### src/rtl/ahbw_pkg.sv
package ahbw_pkg;

    localparam logic [1:0] HT_IDLE   = 2'b00;
    localparam logic [1:0] HT_BUSY   = 2'b01;
    localparam logic [1:0] HT_NONSEQ = 2'b10;
    localparam logic [1:0] HT_SEQ    = 2'b11;

    localparam logic [1:0] RESP_OKAY = 2'b00;

    // Controller phases: idle, read wait, write data phase, read completion
    typedef enum logic [1:0] {
        PH_IDLE    = 2'b00,
        PH_RD_WAIT = 2'b01,
        PH_WR_DATA = 2'b10,
        PH_RD_DATA = 2'b11
    } phase_e;

endpackage

### src/rtl/ahbw_req_decode.sv
module ahbw_req_decode (
    input  logic       hsel,
    input  logic       hready_in,
    input  logic       hwrite,
    input  logic [1:0] htrans,
    output logic       req_wr,
    output logic       req_rd
);
    import ahbw_pkg::*;

    logic active;

    always_comb begin
        // Only NONSEQ and SEQ carry data; IDLE and BUSY are ignored
        active = hsel && hready_in && ((htrans == HT_NONSEQ) || (htrans == HT_SEQ));
        req_wr = active && hwrite;
        req_rd = active && !hwrite;
    end

endmodule

### src/rtl/ahbw_fsm.sv
module ahbw_fsm #(
    parameter int DATA_W = 32,
    parameter int IDX_W  = 3
) (
    input  logic              clk,
    input  logic              rst_n,
    input  logic              req_wr,
    input  logic              req_rd,
    input  logic [IDX_W-1:0]  addr_idx,
    input  logic [DATA_W-1:0] store_rdata,
    output logic [IDX_W-1:0]  store_idx,
    output logic              store_wr,
    output logic              hready_out,
    output logic [1:0]        hresp,
    output logic [DATA_W-1:0] hrdata
);
    import ahbw_pkg::*;

    typedef struct packed {
        phase_e            phase;
        logic [IDX_W-1:0]  idx;
        logic [DATA_W-1:0] rdata;
    } fsm_t;

    fsm_t st_d, st_q;

    always_comb begin
        st_d = st_q;
        unique case (st_q.phase)
            PH_RD_WAIT: begin
                // Bus inputs are held by the master here; the slave ignores them
                st_d.phase = PH_RD_DATA;
                st_d.rdata = store_rdata;
            end
            default: begin
                if (req_wr) begin
                    st_d.phase = PH_WR_DATA;
                    st_d.idx   = addr_idx;
                end else if (req_rd) begin
                    st_d.phase = PH_RD_WAIT;
                    st_d.idx   = addr_idx;
                end else begin
                    st_d.phase = PH_IDLE;
                end
            end
        endcase
    end

    always_ff @(posedge clk or negedge rst_n) begin
        if (!rst_n) begin
            st_q <= '{phase: PH_IDLE, idx: '0, rdata: '0};
        end else begin
            st_q <= st_d;
        end
    end

    always_comb begin
        store_idx  = st_q.idx;
        store_wr   = (st_q.phase == PH_WR_DATA);
        hready_out = (st_q.phase != PH_RD_WAIT);
        hresp      = RESP_OKAY;
        hrdata     = (st_q.phase == PH_RD_DATA) ? st_q.rdata : '0;
    end

endmodule

### src/rtl/ahbw_regstore.sv
module ahbw_regstore #(
    parameter int DATA_W = 32,
    parameter int IDX_W  = 3
) (
    input  logic              clk,
    input  logic              rst_n,
    input  logic              wr_en,
    input  logic [IDX_W-1:0]  idx,
    input  logic [DATA_W-1:0] wdata,
    output logic [DATA_W-1:0] rdata
);
    localparam int NUM_REGS = 1 << IDX_W;

    logic [DATA_W-1:0] word_q [NUM_REGS];

    for (genvar g = 0; g < NUM_REGS; g++) begin : g_word
        logic [DATA_W-1:0] word_d;

        always_comb begin
            word_d = word_q[g];
            if (wr_en && (idx == IDX_W'(g))) begin
                word_d = wdata;
            end
        end

        always_ff @(posedge clk or negedge rst_n) begin
            if (!rst_n) begin
                word_q[g] <= '0;
            end else begin
                word_q[g] <= word_d;
            end
        end
    end

    always_comb begin
        rdata = word_q[idx];
    end

endmodule

### src/rtl/ahbw_slave_ctrl.sv
module ahbw_slave_ctrl #(
    parameter int DATA_W = 32,
    parameter int IDX_W  = 3
) (
    input  logic              clk,
    input  logic              rst_n,
    input  logic              hsel,
    input  logic              hready_in,
    input  logic              hwrite,
    input  logic [1:0]        htrans,
    input  logic [IDX_W-1:0]  haddr,
    input  logic [DATA_W-1:0] hwdata,
    output logic              hready_out,
    output logic [1:0]        hresp,
    output logic [DATA_W-1:0] hrdata
);
    logic              req_wr;
    logic              req_rd;
    logic [IDX_W-1:0]  store_idx;
    logic              store_wr;
    logic [DATA_W-1:0] store_rdata;

    ahbw_req_decode u_decode (
        .hsel      (hsel),
        .hready_in (hready_in),
        .hwrite    (hwrite),
        .htrans    (htrans),
        .req_wr    (req_wr),
        .req_rd    (req_rd)
    );

    ahbw_fsm #(
        .DATA_W (DATA_W),
        .IDX_W  (IDX_W)
    ) u_fsm (
        .clk         (clk),
        .rst_n       (rst_n),
        .req_wr      (req_wr),
        .req_rd      (req_rd),
        .addr_idx    (haddr),
        .store_rdata (store_rdata),
        .store_idx   (store_idx),
        .store_wr    (store_wr),
        .hready_out  (hready_out),
        .hresp       (hresp),
        .hrdata      (hrdata)
    );

    ahbw_regstore #(
        .DATA_W (DATA_W),
        .IDX_W  (IDX_W)
    ) u_store (
        .clk   (clk),
        .rst_n (rst_n),
        .wr_en (store_wr),
        .idx   (store_idx),
        .wdata (hwdata),
        .rdata (store_rdata)
    );

endmodule

### config.mk
export PLATFORM = sky130hd
export DESIGN_NAME = ahbw_slave_ctrl
export DESIGN_NICKNAME = d
export VERILOG_FILES = /design/src/rtl/ahbw_pkg.sv /design/src/rtl/ahbw_req_decode.sv /design/src/rtl/ahbw_fsm.sv /design/src/rtl/ahbw_regstore.sv /design/src/rtl/ahbw_slave_ctrl.sv
export SDC_FILE = /design/constraint.sdc
export NUM_CORES = 1
export LEC_CHECK = 0
export BUFFER_PORTS_ARGS = -buffer_cell sky130_fd_sc_hd__buf_4
export CORE_ASPECT_RATIO = 0.5
export CORE_MARGIN = 5
export CORE_UTILIZATION = 40
export DETAILED_ROUTE_END_ITERATION = 10
export SYNTH_ARGS = -nofsm -noshare
export SYNTH_HDL_FRONTEND = slang
export SYNTH_HIERARCHICAL = 1
export SYNTH_SLANG_ARGS = --single-unit
### constraint.sdc
create_clock -name clk -period 1.9 [get_ports clk]
set_input_delay 0 -clock clk [delete_from_list [all_inputs] [get_ports clk]]
set_output_delay 0 -clock clk [all_outputs]
set_load 0.01 [all_outputs]
==> results.toml, run 1 <==
[pwr]
leakage_power_figure_nw = 7.21
p_total_mw = 25.3
cellPowerDensity_nw_per_um2 = 1580
ir_worst_vdd_mv = 0.732

[logic_synthesis]
synth_largest_type_area_fraction = 0.554
synth_simple_gate_area_share = 0.0654
synth.mux.area_fraction = 0.301
yosysSeqAreaShare = 0.554
synth-xor-area-share = 0
synthTopCellsByArea = "sky130_fd_sc_hd__dfrtp_1, sky130_fd_sc_hd__mux2_2, sky130_fd_sc_hd__nand2_1"
synth_seq_cells = 293
synth-compound-area-share = 0.0488
synthDominantAreaCellType = "sky130_fd_sc_hd__dfrtp_1"
cell_variety_after_synth = 41
synthesis.instances = 992
postSynthAreaPerCell_um2 = 13.4
main_combinational_cell_family_by_area_after_synthesis = "multiplexers"
ys_warn_count = 6
post_synth_instance_area_um2 = 13200
synth_adder_area_share = 0

[sta]
report.final.slew_viol_count = 0
finalWorstSetupSlack_ns = 0.0858
timing.slew.headroom = 0.665
max_freq_mhz = 551
timing.final.setup_violations = 0
worst-slew-pin-transition_ns = 0.502
time_the_worst_path_needs_with_i_o_delays_and_setup_ns = 1.81
clock-skew-final_ns = 0.0114
hold_viol_final = 0
tns_ns = 0
post-route-period-util = 0.955
rsz0062_at_grt = "no"

[critical_path]
arrival_ns = 1.81
worst-r2r-cell-count = 6
timing.rr.end = "u_store/word_q[161]"
cp_data_required_time_ns = 1.90
worstSetupStartpointType = "register"
startpoint_to_endpoint_class_of_the_critical_path = "register to primary output"
reg2reg_from = "u_fsm/st_q[35]"
critPathCaptureType = "primary output"
crit_fanout = 33
r2r_slack_ns = 0.12

[placed_design]
place_worst_setup_slack_ns = 0.0999
globalplace.congestion = 0.765
io_buffers = 73
dp_hpwl_mm = 21.1

[cts]
tritoncts_num_sinks = 293
tritoncts = "done"
ctsRootBufferMaster = "sky130_fd_sc_hd__clkbuf_16"
clock_tree.htree_level_count = 1
cts_inserted_buffers = 28
ctsLongestPathBuffers = 3
clkTransAtPathRegs_ns = 0.06
clk_latency_ns = 0.55

[drt]
post-route-drc-count = 0
routedWlPerCell_um = 21.2
drt_wl_total_mm = 33.7
via_per_inst = 5.38
detailedRoute.firstPassIterationCount = 4
final_antenna_net_count = 0
via_count = 8531
drtIter0Drc = 445

[global_route]
antenna_violations_before_repair = 0
grt_pass1_vias = 9420
groute.usage.overall = 0.180
grt_start_max_net_pins = 62
grt-ovfl-total = 0
grt_pass1_wl_mm = 53.6

[floorplanning]
floorplan.initialDensity = 0.403
area_of_the_core_region_um2 = 32900
floorplan.die_area_um2 = 37100
rows = 47
die_width_um = 267
count_of_pins_on_the_block_boundary = 77
die-height_um = 139

[flow_run]
maxCapViolations = 0

[hold_path]
holdCritPathClass = "primary input to register"
hold-path-cell-count = 5
hold_path_startpoint = "hsel"
holdPathEnd = "u_fsm/store_idx[0]"

[final_layout]
areaGrowthSynthToFinish_pct = 21.3
most-common-layout-cells = "sky130_fd_sc_hd__mux2_2, sky130_fd_sc_hd__dfrtp_1, sky130_fd_sc_hd__nand2_1"
n_antenna_cell = 0
finish.net_count = 1166
most_common_cell_after_layout_fill_and_taps_aside = "sky130_fd_sc_hd__mux2_2"
fraction_of_layout_instances_using_a_drive_strength_above_1 = 0.446

[outcome]
status = "finished, final reports clean"
## logic make-up (layout without fill, tap and decap cells)
group / count (synthesis) / count (layout)
flip-flops: 293 / 293
AO/OA/AOI/OAI: 90 / 90
other: 1 / 2
AND/OR/NAND/NOR: 185 / 185
multiplexers: 348 / 348
buffers and inverters: 75 / 228
## layer usage
metal  share of wire  track usage  up-vias  wire, um
met3           0.046       0.0271       36      1540
met1            0.46        0.259     4501     15600
met5               0            0        -         0
met2            0.48        0.296      153     16100
li1                -            -     3841         -
met4           0.014       0.0331        0       480
## state kept, by name (all words and copies together) (netlist names)
| register | flops |
|---|---|
| u_fsm/st_q | 34 |
| u_fsm/store_idx | 3 |
| u_store/word_q | 256 |
## Yosys cell counts, drive strengths merged
cell     count
mux2       318
dfrtp      293
nand2      109
buf         57
o22ai       43
and3        32
mux2i       23
nor2        21
a211oi      18
clkbuf      14
a221oi      11
o2bb2ai     11
mux4         7
nand2b       5
nor2b        5
inv          4
nand3        4
a21oi        2
o221ai       2
or3b         2
a211o        1
and2         1
and2b        1
and4         1
and4b        1
conb         1
nand3b       1
nor3         1
o21ai        1
o32ai        1
or2          1
## critical path, stage by stage (launching register included)
cell and delay (ns):
sky130_fd_sc_hd__dfrtp_1 0.42, sky130_fd_sc_hd__buf_12 0.23, sky130_fd_sc_hd__nor2b_4 0.21, sky130_fd_sc_hd__inv_2 0.05
sky130_fd_sc_hd__buf_4 0.20, sky130_fd_sc_hd__buf_4 0.16
## area by class of cell
class / count / area (um2)
well taps: 441 / 552
multi-input cells: 625 / 5550
flip-flops and latches: 293 / 7340
clock inverters: 8 / 65.1
inverters: 4 / 15.0
clock buffers: 44 / 832
fillers: 2867 / 16800
repair buffers: 172 / 1720
## what timing repair did
item | CTS | global route
hold buffers | 42 | 0
gates cloned | 0 | 0
setup buffers | 1 | 0
setup endpoints to repair | 1 | 3
hold endpoints to repair | 554 | 0
gates resized for setup | 2 | 3
## per-stage QoR
step	util	hold WS, ns	cells	area (um2)
floorplan	-	-0.296	993	13300
global placement	0.448	-0.0252	1492	14700
detailed placement	0.448	-0.0153	1492	14700
CTS	0.488	0.101	1587	16100
global route	0.489	0.165	1587	16100
finish	0.489	0.162	1587	16100
## report_power, final
group          internal [mW]  leakage, nW  switching, mW  total [mW]
clock                   3.14        0.447           2.33        5.46
sequential              9.29         3.54           1.53        10.8
combinational           4.98         3.22           4.04        9.03
## worst max path at each step
stage                            start                   to  slack (ns)  cells after the start
global placement    u_fsm/store_idx[2]  u_store/word_q[164]        0.12                      4
detailed placement  u_fsm/store_idx[2]  u_store/word_q[161]         0.1                      4
CTS                     u_fsm/st_q[35]           hready_out        0.02                      5
floorplan               u_fsm/st_q[36]  u_store/word_q[236]        0.04                      6
finish                  u_fsm/st_q[35]           hready_out        0.09                      5
global route            u_fsm/st_q[35]           hready_out       0.008                      5
No activity file was read; power rests on OpenSTA's default activity.
==> run 2, diff against run 1 <==
GPL_ROUTABILITY_DRIVEN = 0   (was not set)
clock period = 1.55 ns   (was 1.9 ns; I/O delays follow)
==> run 2 against run 1 <==
  * Sequential share of layout area down 4.0 points
  * Sequential power up 25%
  * Die area did not move
  * The flow now finishes with violations (negative setup slack)
  * Critical endpoint is now u_store/word_q[193]
==> results.toml, run 2 (synthesis gave the netlist of run 1 again) <==
[sta]
finalWorstSetupSlack_ns = -0.204
tns_ns = -35.29
rsz0062_at_grt = "yes"
max_freq_mhz = 570
time_the_worst_path_needs_with_i_o_delays_and_setup_ns = 1.75
timing.final.setup_violations = 309
report.final.slew_viol_count = 0
clock-skew-final_ns = 0.0136
post-route-period-util = 1.13
hold_viol_final = 0

[critical_path]
worstSetupStartpointType = "register"
crit_fanout = 6
worst_path_largest_cell_delay_ns = 0.39
cp_data_required_time_ns = 1.98
cp_delay_by_family_top = "simple AND/OR/NAND/NOR gates"
sum_of_buffers_and_inverters_on_the_critical_path = 3
critPathCaptureType = "register"
worstPathCellList = "buf_6 > nor2b_4 > nand2b_4 > nor2_4 > buf_12 > clkbuf_16 > mux2_4"
startpoint_to_endpoint_class_of_the_critical_path = "register to register"
critical_path.slowest_cell = "sky130_fd_sc_hd__dfrtp_1"
arrival_ns = 2.18

[cts]
clock_tree.htree_level_count = 1
clk_latency_ns = 0.55
tritoncts = "done"
clkTransAtPathRegs_ns = 0.06
ctsRootBufferMaster = "sky130_fd_sc_hd__clkbuf_16"
ctsLongestPathBuffers = 3
tritoncts_num_sinks = 293
cts_inserted_buffers = 29

[drt]
routedWlPerCell_um = 23.0
via_per_inst = 5.46
drt_wl_total_mm = 37.7
via_count = 8942
final_antenna_net_count = 0
post-route-drc-count = 0
detailedRoute.firstPassIterationCount = 5
drtIter0Drc = 523

[global_route]
grt_pass1_vias = 9471
groute.usage.overall = 0.190
grt_pass1_wl_mm = 56.2
grt_start_max_net_pins = 59
grt-ovfl-total = 0
antenna_violations_before_repair = 0

[floorplanning]
floorplan.initialDensity = 0.403
floorplan.die_area_um2 = 37100
count_of_pins_on_the_block_boundary = 77
die-height_um = 139
die_width_um = 267
area_of_the_core_region_um2 = 32900
rows = 47

[flow_run]
maxCapViolations = 0

[final_layout]
top_register_by_number_of_flip_flops = "u_store/word_q"
final_cells = 1638
most-common-layout-cells = "sky130_fd_sc_hd__dfrtp_1, sky130_fd_sc_hd__mux2_2, sky130_fd_sc_hd__buf_4"
n_antenna_cell = 0
finish.net_count = 1219
largest_register_ffs = 256
most_common_cell_after_layout_fill_and_taps_aside = "sky130_fd_sc_hd__dfrtp_1"
areaGrowthSynthToFinish_pct = 33.0
fraction_of_layout_instances_using_a_drive_strength_above_1 = 0.520
finalInstanceArea_um2 = 17600
fill_cells = 2640

[outcome]
status = "finished with violations"
failed_checks = "negative setup slack"

[placed_design]
io_buffers = 73
postPlaceCellArea_um2 = 15000
dp_hpwl_mm = 22.2
place_worst_setup_slack_ns = -0.251
placed_cells = 1514

[pwr]
leakage_power_figure_nw = 7.96
cellPowerDensity_nw_per_um2 = 1940
ir_worst_vdd_mv = 1.01
p_total_mw = 34.3

[hold_path]
holdCritPathClass = "primary input to register"
## run 2: power by group
group	switching [mW]	internal, mW	leakage (nW)
combinational	5.86	7.87	3.95
sequential	2.07	11.4	3.54
clock	2.90	4.15	0.469
total	10.8	23.4	7.96
## run 2: cell type report
| type | instances | area, um2 | share of cell area |
|---|---|---|---|
| well taps | 441 | 552 | 0.0313 |
| inverters | 4 | 15.0 | 0.000852 |
| clock inverters | 6 | 87.6 | 0.00497 |
| flip-flops and latches | 293 | 7340 | 0.416 |
| repair buffers | 223 | 2550 | 0.145 |
| clock buffers | 45 | 866 | 0.0491 |
| multi-input cells | 626 | 6210 | 0.352 |
## run 2: worst min-delay path: stages
cell and delay [ns]:
sky130_fd_sc_hd__buf_4 0.08, sky130_fd_sc_hd__and4_2 0.25, sky130_fd_sc_hd__nor2_1 0.08, sky130_fd_sc_hd__nor2_4 0.14, sky130_fd_sc_hd__mux2_4 0.17
## run 2: layer usage
layer / wire [um] / share of wire / vias up / track usage
met4: 633 / 0.017 / 0 / 0.0380
met2: 17400 / 0.46 / 183 / 0.300
met1: 18000 / 0.48 / 4749 / 0.281
li1: - / - / 3958 / -
met3: 1630 / 0.043 / 52 / 0.0293
met5: 0 / 0 / - / 0
## run 2: repair_timing
action                                 4_1_cts  5_1_grt
pin swaps                                    7       11
setup endpoints to repair                  321      321
hold buffers                                41        0
endpoints found under the hold margin      554        0
resized for setup                          101       82
cloned                                       6       10
buffers inserted                            16        3
## run 2: worst paths after layout
check	from	end	slack, ns	depth (start not counted)
min in group asynchronous	rst_n	u_store/word_q[86]	0.48	3
setup reg to reg	u_fsm/st_q[35]	u_store/word_q[193]	-0.20	7
setup / recovery	u_fsm/st_q[35]	u_store/word_q[193]	-0.20	7
hold reg to reg	u_fsm/st_q[24]	u_fsm/st_q[24]	0.47	2
hold / removal	hsel	u_fsm/store_idx[2]	0.19	5
max in group asynchronous	rst_n	u_store/word_q[158]	0.29	4
## run 2: through the flow
step / hold slack (ns) / utilization
floorplan: -0.296 / -
global placement: -0.0560 / 0.456
detailed placement: -0.0473 / 0.456
CTS: 0.178 / 0.518
global route: 0.201 / 0.536
finish: 0.195 / 0.536
==> run 3, diff against run 2 <==
ABC_AREA = 1   (was not set)
==> run 3 against run 2 <==
  * Clock power rose by 1%
  * Setup slack improved by 0.042 ns
  * Utilization fell by 0.26 points
  * Count of clock-buffer cells in the layout fell by 3
  * Sequential share of layout area fell by 1.4 points
  * Critical path type unchanged
  * Cell count rose by 52%
  * Maximum frequency rose by 2.5%
  * First-iteration DRC count rose to 2.7 times the previous value
  * Critical path depth fell by 1
  * Critical endpoint is now u_store/word_q[23]
  * Sequential power barely moved
  * The flow still finishes with violations (negative setup slack)
  * Total power rose by 3.4%
  * Largest cell class unchanged
==> results.toml, run 3 <==
[cts]
ctsRootBufferMaster = "sky130_fd_sc_hd__clkbuf_16"
tritoncts = "done"
clock_tree.htree_level_count = 1
tritoncts_num_sinks = 293
ctsLongestPathBuffers = 3
cts_inserted_buffers = 29
clkTransAtPathRegs_ns = 0.07
clk_latency_ns = 0.56

[floorplanning]
count_of_pins_on_the_block_boundary = 77
die_width_um = 272
rows = 48
floorplan.initialDensity = 0.402
floorplan.die_area_um2 = 38400
die-height_um = 141
area_of_the_core_region_um2 = 34200

[critical_path]
timing.rr.end = "u_store/word_q[23]"
startpoint_to_endpoint_class_of_the_critical_path = "register to register"
cp_data_required_time_ns = 1.97
crit_fanout = 25
reg2reg_from = "u_fsm/store_idx[0]"
worst-r2r-cell-count = 6
worstSetupStartpointType = "register"
r2r_slack_ns = -0.16
critPathCaptureType = "register"
arrival_ns = 2.14

[logic_synthesis]
synthesis.instances = 1860
synth_flop_cell = "sky130_fd_sc_hd__dfrtp_1"
async_reset_ff_frac = 1.00
synthDominantAreaCellType = "sky130_fd_sc_hd__dfrtp_1"
ys_top_cells_by_count = "sky130_fd_sc_hd__nand2_1, sky130_fd_sc_hd__dfrtp_1, sky130_fd_sc_hd__o21ai_0"
cell_variety_after_synth = 19
yosysSeqAreaShare = 0.533
synthTopCellsByArea = "sky130_fd_sc_hd__dfrtp_1, sky130_fd_sc_hd__nand2_1, sky130_fd_sc_hd__o21ai_0"
ys_warn_count = 6
postSynthAreaPerCell_um2 = 7.39
post-synth-top-count-cell = "sky130_fd_sc_hd__nand2_1"
post_synth_instance_area_um2 = 13700
synth_seq_cells = 293
synth_edf_count = 0
synth_largest_type_area_fraction = 0.533

[global_route]
grt_pass1_wl_mm = 64.6
grt_util_met2 = 0.319
globalRouteMet3Util = 0.0367
grt-ovfl-total = 0
antenna_violations_before_repair = 2
grt_pass1_vias = 11400
grt.met1_usage = 0.322
gr-max-usage-layer = "met1"
grt_start_max_net_pins = 65
groute.usage.overall = 0.209

[final_layout]
fill_cells = 3198
most-common-layout-cells = "sky130_fd_sc_hd__nand2_1, sky130_fd_sc_hd__dfrtp_1, sky130_fd_sc_hd__o21ai_0"
finalInstanceArea_um2 = 18200
most_common_cell_after_layout_fill_and_taps_aside = "sky130_fd_sc_hd__nand2_1"
final_cells = 2488
multi_input_area_um2 = 5930
areaGrowthSynthToFinish_pct = 32.6
ff_latch_area_um2 = 7340
n_antenna_cell = 0
finish.net_count = 2058
fraction_of_layout_instances_using_a_drive_strength_above_1 = 0.178
largest_register_ffs = 256
top_register_by_number_of_flip_flops = "u_store/word_q"

[sta]
time_the_worst_path_needs_with_i_o_delays_and_setup_ns = 1.71
finalWorstSetupSlack_ns = -0.162
report.final.slew_viol_count = 0
clock-skew-final_ns = 0.0102
post-route-period-util = 1.10
rsz0062_at_grt = "yes"
hold_viol_final = 0
max_freq_mhz = 584
timing.final.setup_violations = 240

[outcome]
failed_checks = "negative setup slack"
status = "finished with violations"

[pwr]
leakage_power_figure_nw = 9.69
ir_worst_vdd_mv = 0.961
cellPowerDensity_nw_per_um2 = 1940

[drt]
post-route-drc-count = 0
detailedRoute.firstPassIterationCount = 6
drt_wl_total_mm = 46.3
routedWlPerCell_um = 18.6
drtIter0Drc = 1433
via_per_inst = 5.11
final_antenna_net_count = 0
via_count = 12700

[placed_design]
placed_cells = 2344
io_buffers = 73
dp_hpwl_mm = 24.6
postPlaceCellArea_um2 = 15300

[hold_path]
holdCritPathClass = "primary input to asynchronous set/reset pin"

[flow_run]
maxCapViolations = 0
-- run 3: worst max-delay path by stage --
stage / start / end / slack (ns)
CTS: u_fsm/store_idx[0] / u_fsm/st_q[2] / -0.06
floorplan: u_fsm/st_q[35] / u_store/word_q[139] / 0.01
global placement: u_fsm/store_idx[0] / u_fsm/st_q[17] / -0.08
finish: u_fsm/store_idx[0] / u_store/word_q[23] / -0.16
detailed placement: u_fsm/store_idx[0] / u_fsm/st_q[29] / -0.09
global route: u_fsm/store_idx[0] / u_store/word_q[17] / -0.20
-- run 3: power breakdown --
group	internal, mW	switching, mW
combinational	6.17	8.36
clock	4.06	3.08
sequential	11.4	2.38
-- run 3: metrics by stage --
step                worst slack (ns)  utilization  setup TNS, ns  power (mW)  hold WS, ns
floorplan                     0.0137            -              0        21.2       -0.296
global placement             -0.0819        0.448         -0.944        25.2      -0.0921
detailed placement           -0.0912        0.448          -1.74        25.5      -0.0938
CTS                          -0.0601        0.499          -1.67        33.5       0.0294
global route                  -0.203        0.533         -34.31        38.0       0.0508
finish                        -0.162        0.533         -16.95        35.4       0.0350
-- run 3: cells by family after synthesis --
kind of cell,synth area share
buffers and inverters,0.0697
other,0.000273
flip-flops,0.533
AND/OR/NAND/NOR,0.303
AO/OA/AOI/OAI,0.0935
-- run 3: final cells by class --
type / instances / share of cell area
clock buffers: 42 / 0.0458
clock inverters: 11 / 0.00597
inverters: 105 / 0.0224
multi-input cells: 1346 / 0.325
flip-flops and latches: 293 / 0.403
well taps: 450 / 0.0309
repair buffers: 240 / 0.167
repair inverters: 1 / 0.000481
-- run 3: timing repair --
action	CTS	global route
pin swaps	4	9
hold buffers	41	0
setup endpoints to repair	95	308
resized for setup	52	196
hold endpoints to repair	554	0
buffers inserted	10	6
cloned	5	29
-- run 3: layer usage --
| metal | vias to the layer above | share of wire |
|---|---|---|
| met5 | - | 0 |
| met4 | 0 | 0.017 |
| met3 | 59 | 0.087 |
| met2 | 476 | 0.43 |
| met1 | 6108 | 0.47 |
| li1 | 6062 | - |
-- run 3: worst max-delay path, cell delays in order, from the launching register on --
cell,delay [ns]
sky130_fd_sc_hd__dfrtp_4,0.54
sky130_fd_sc_hd__clkinv_8,0.12
sky130_fd_sc_hd__buf_12,0.18
sky130_fd_sc_hd__nor3_4,0.23
sky130_fd_sc_hd__buf_8,0.21
sky130_fd_sc_hd__buf_12,0.16
sky130_fd_sc_hd__o21ai_0,0.11
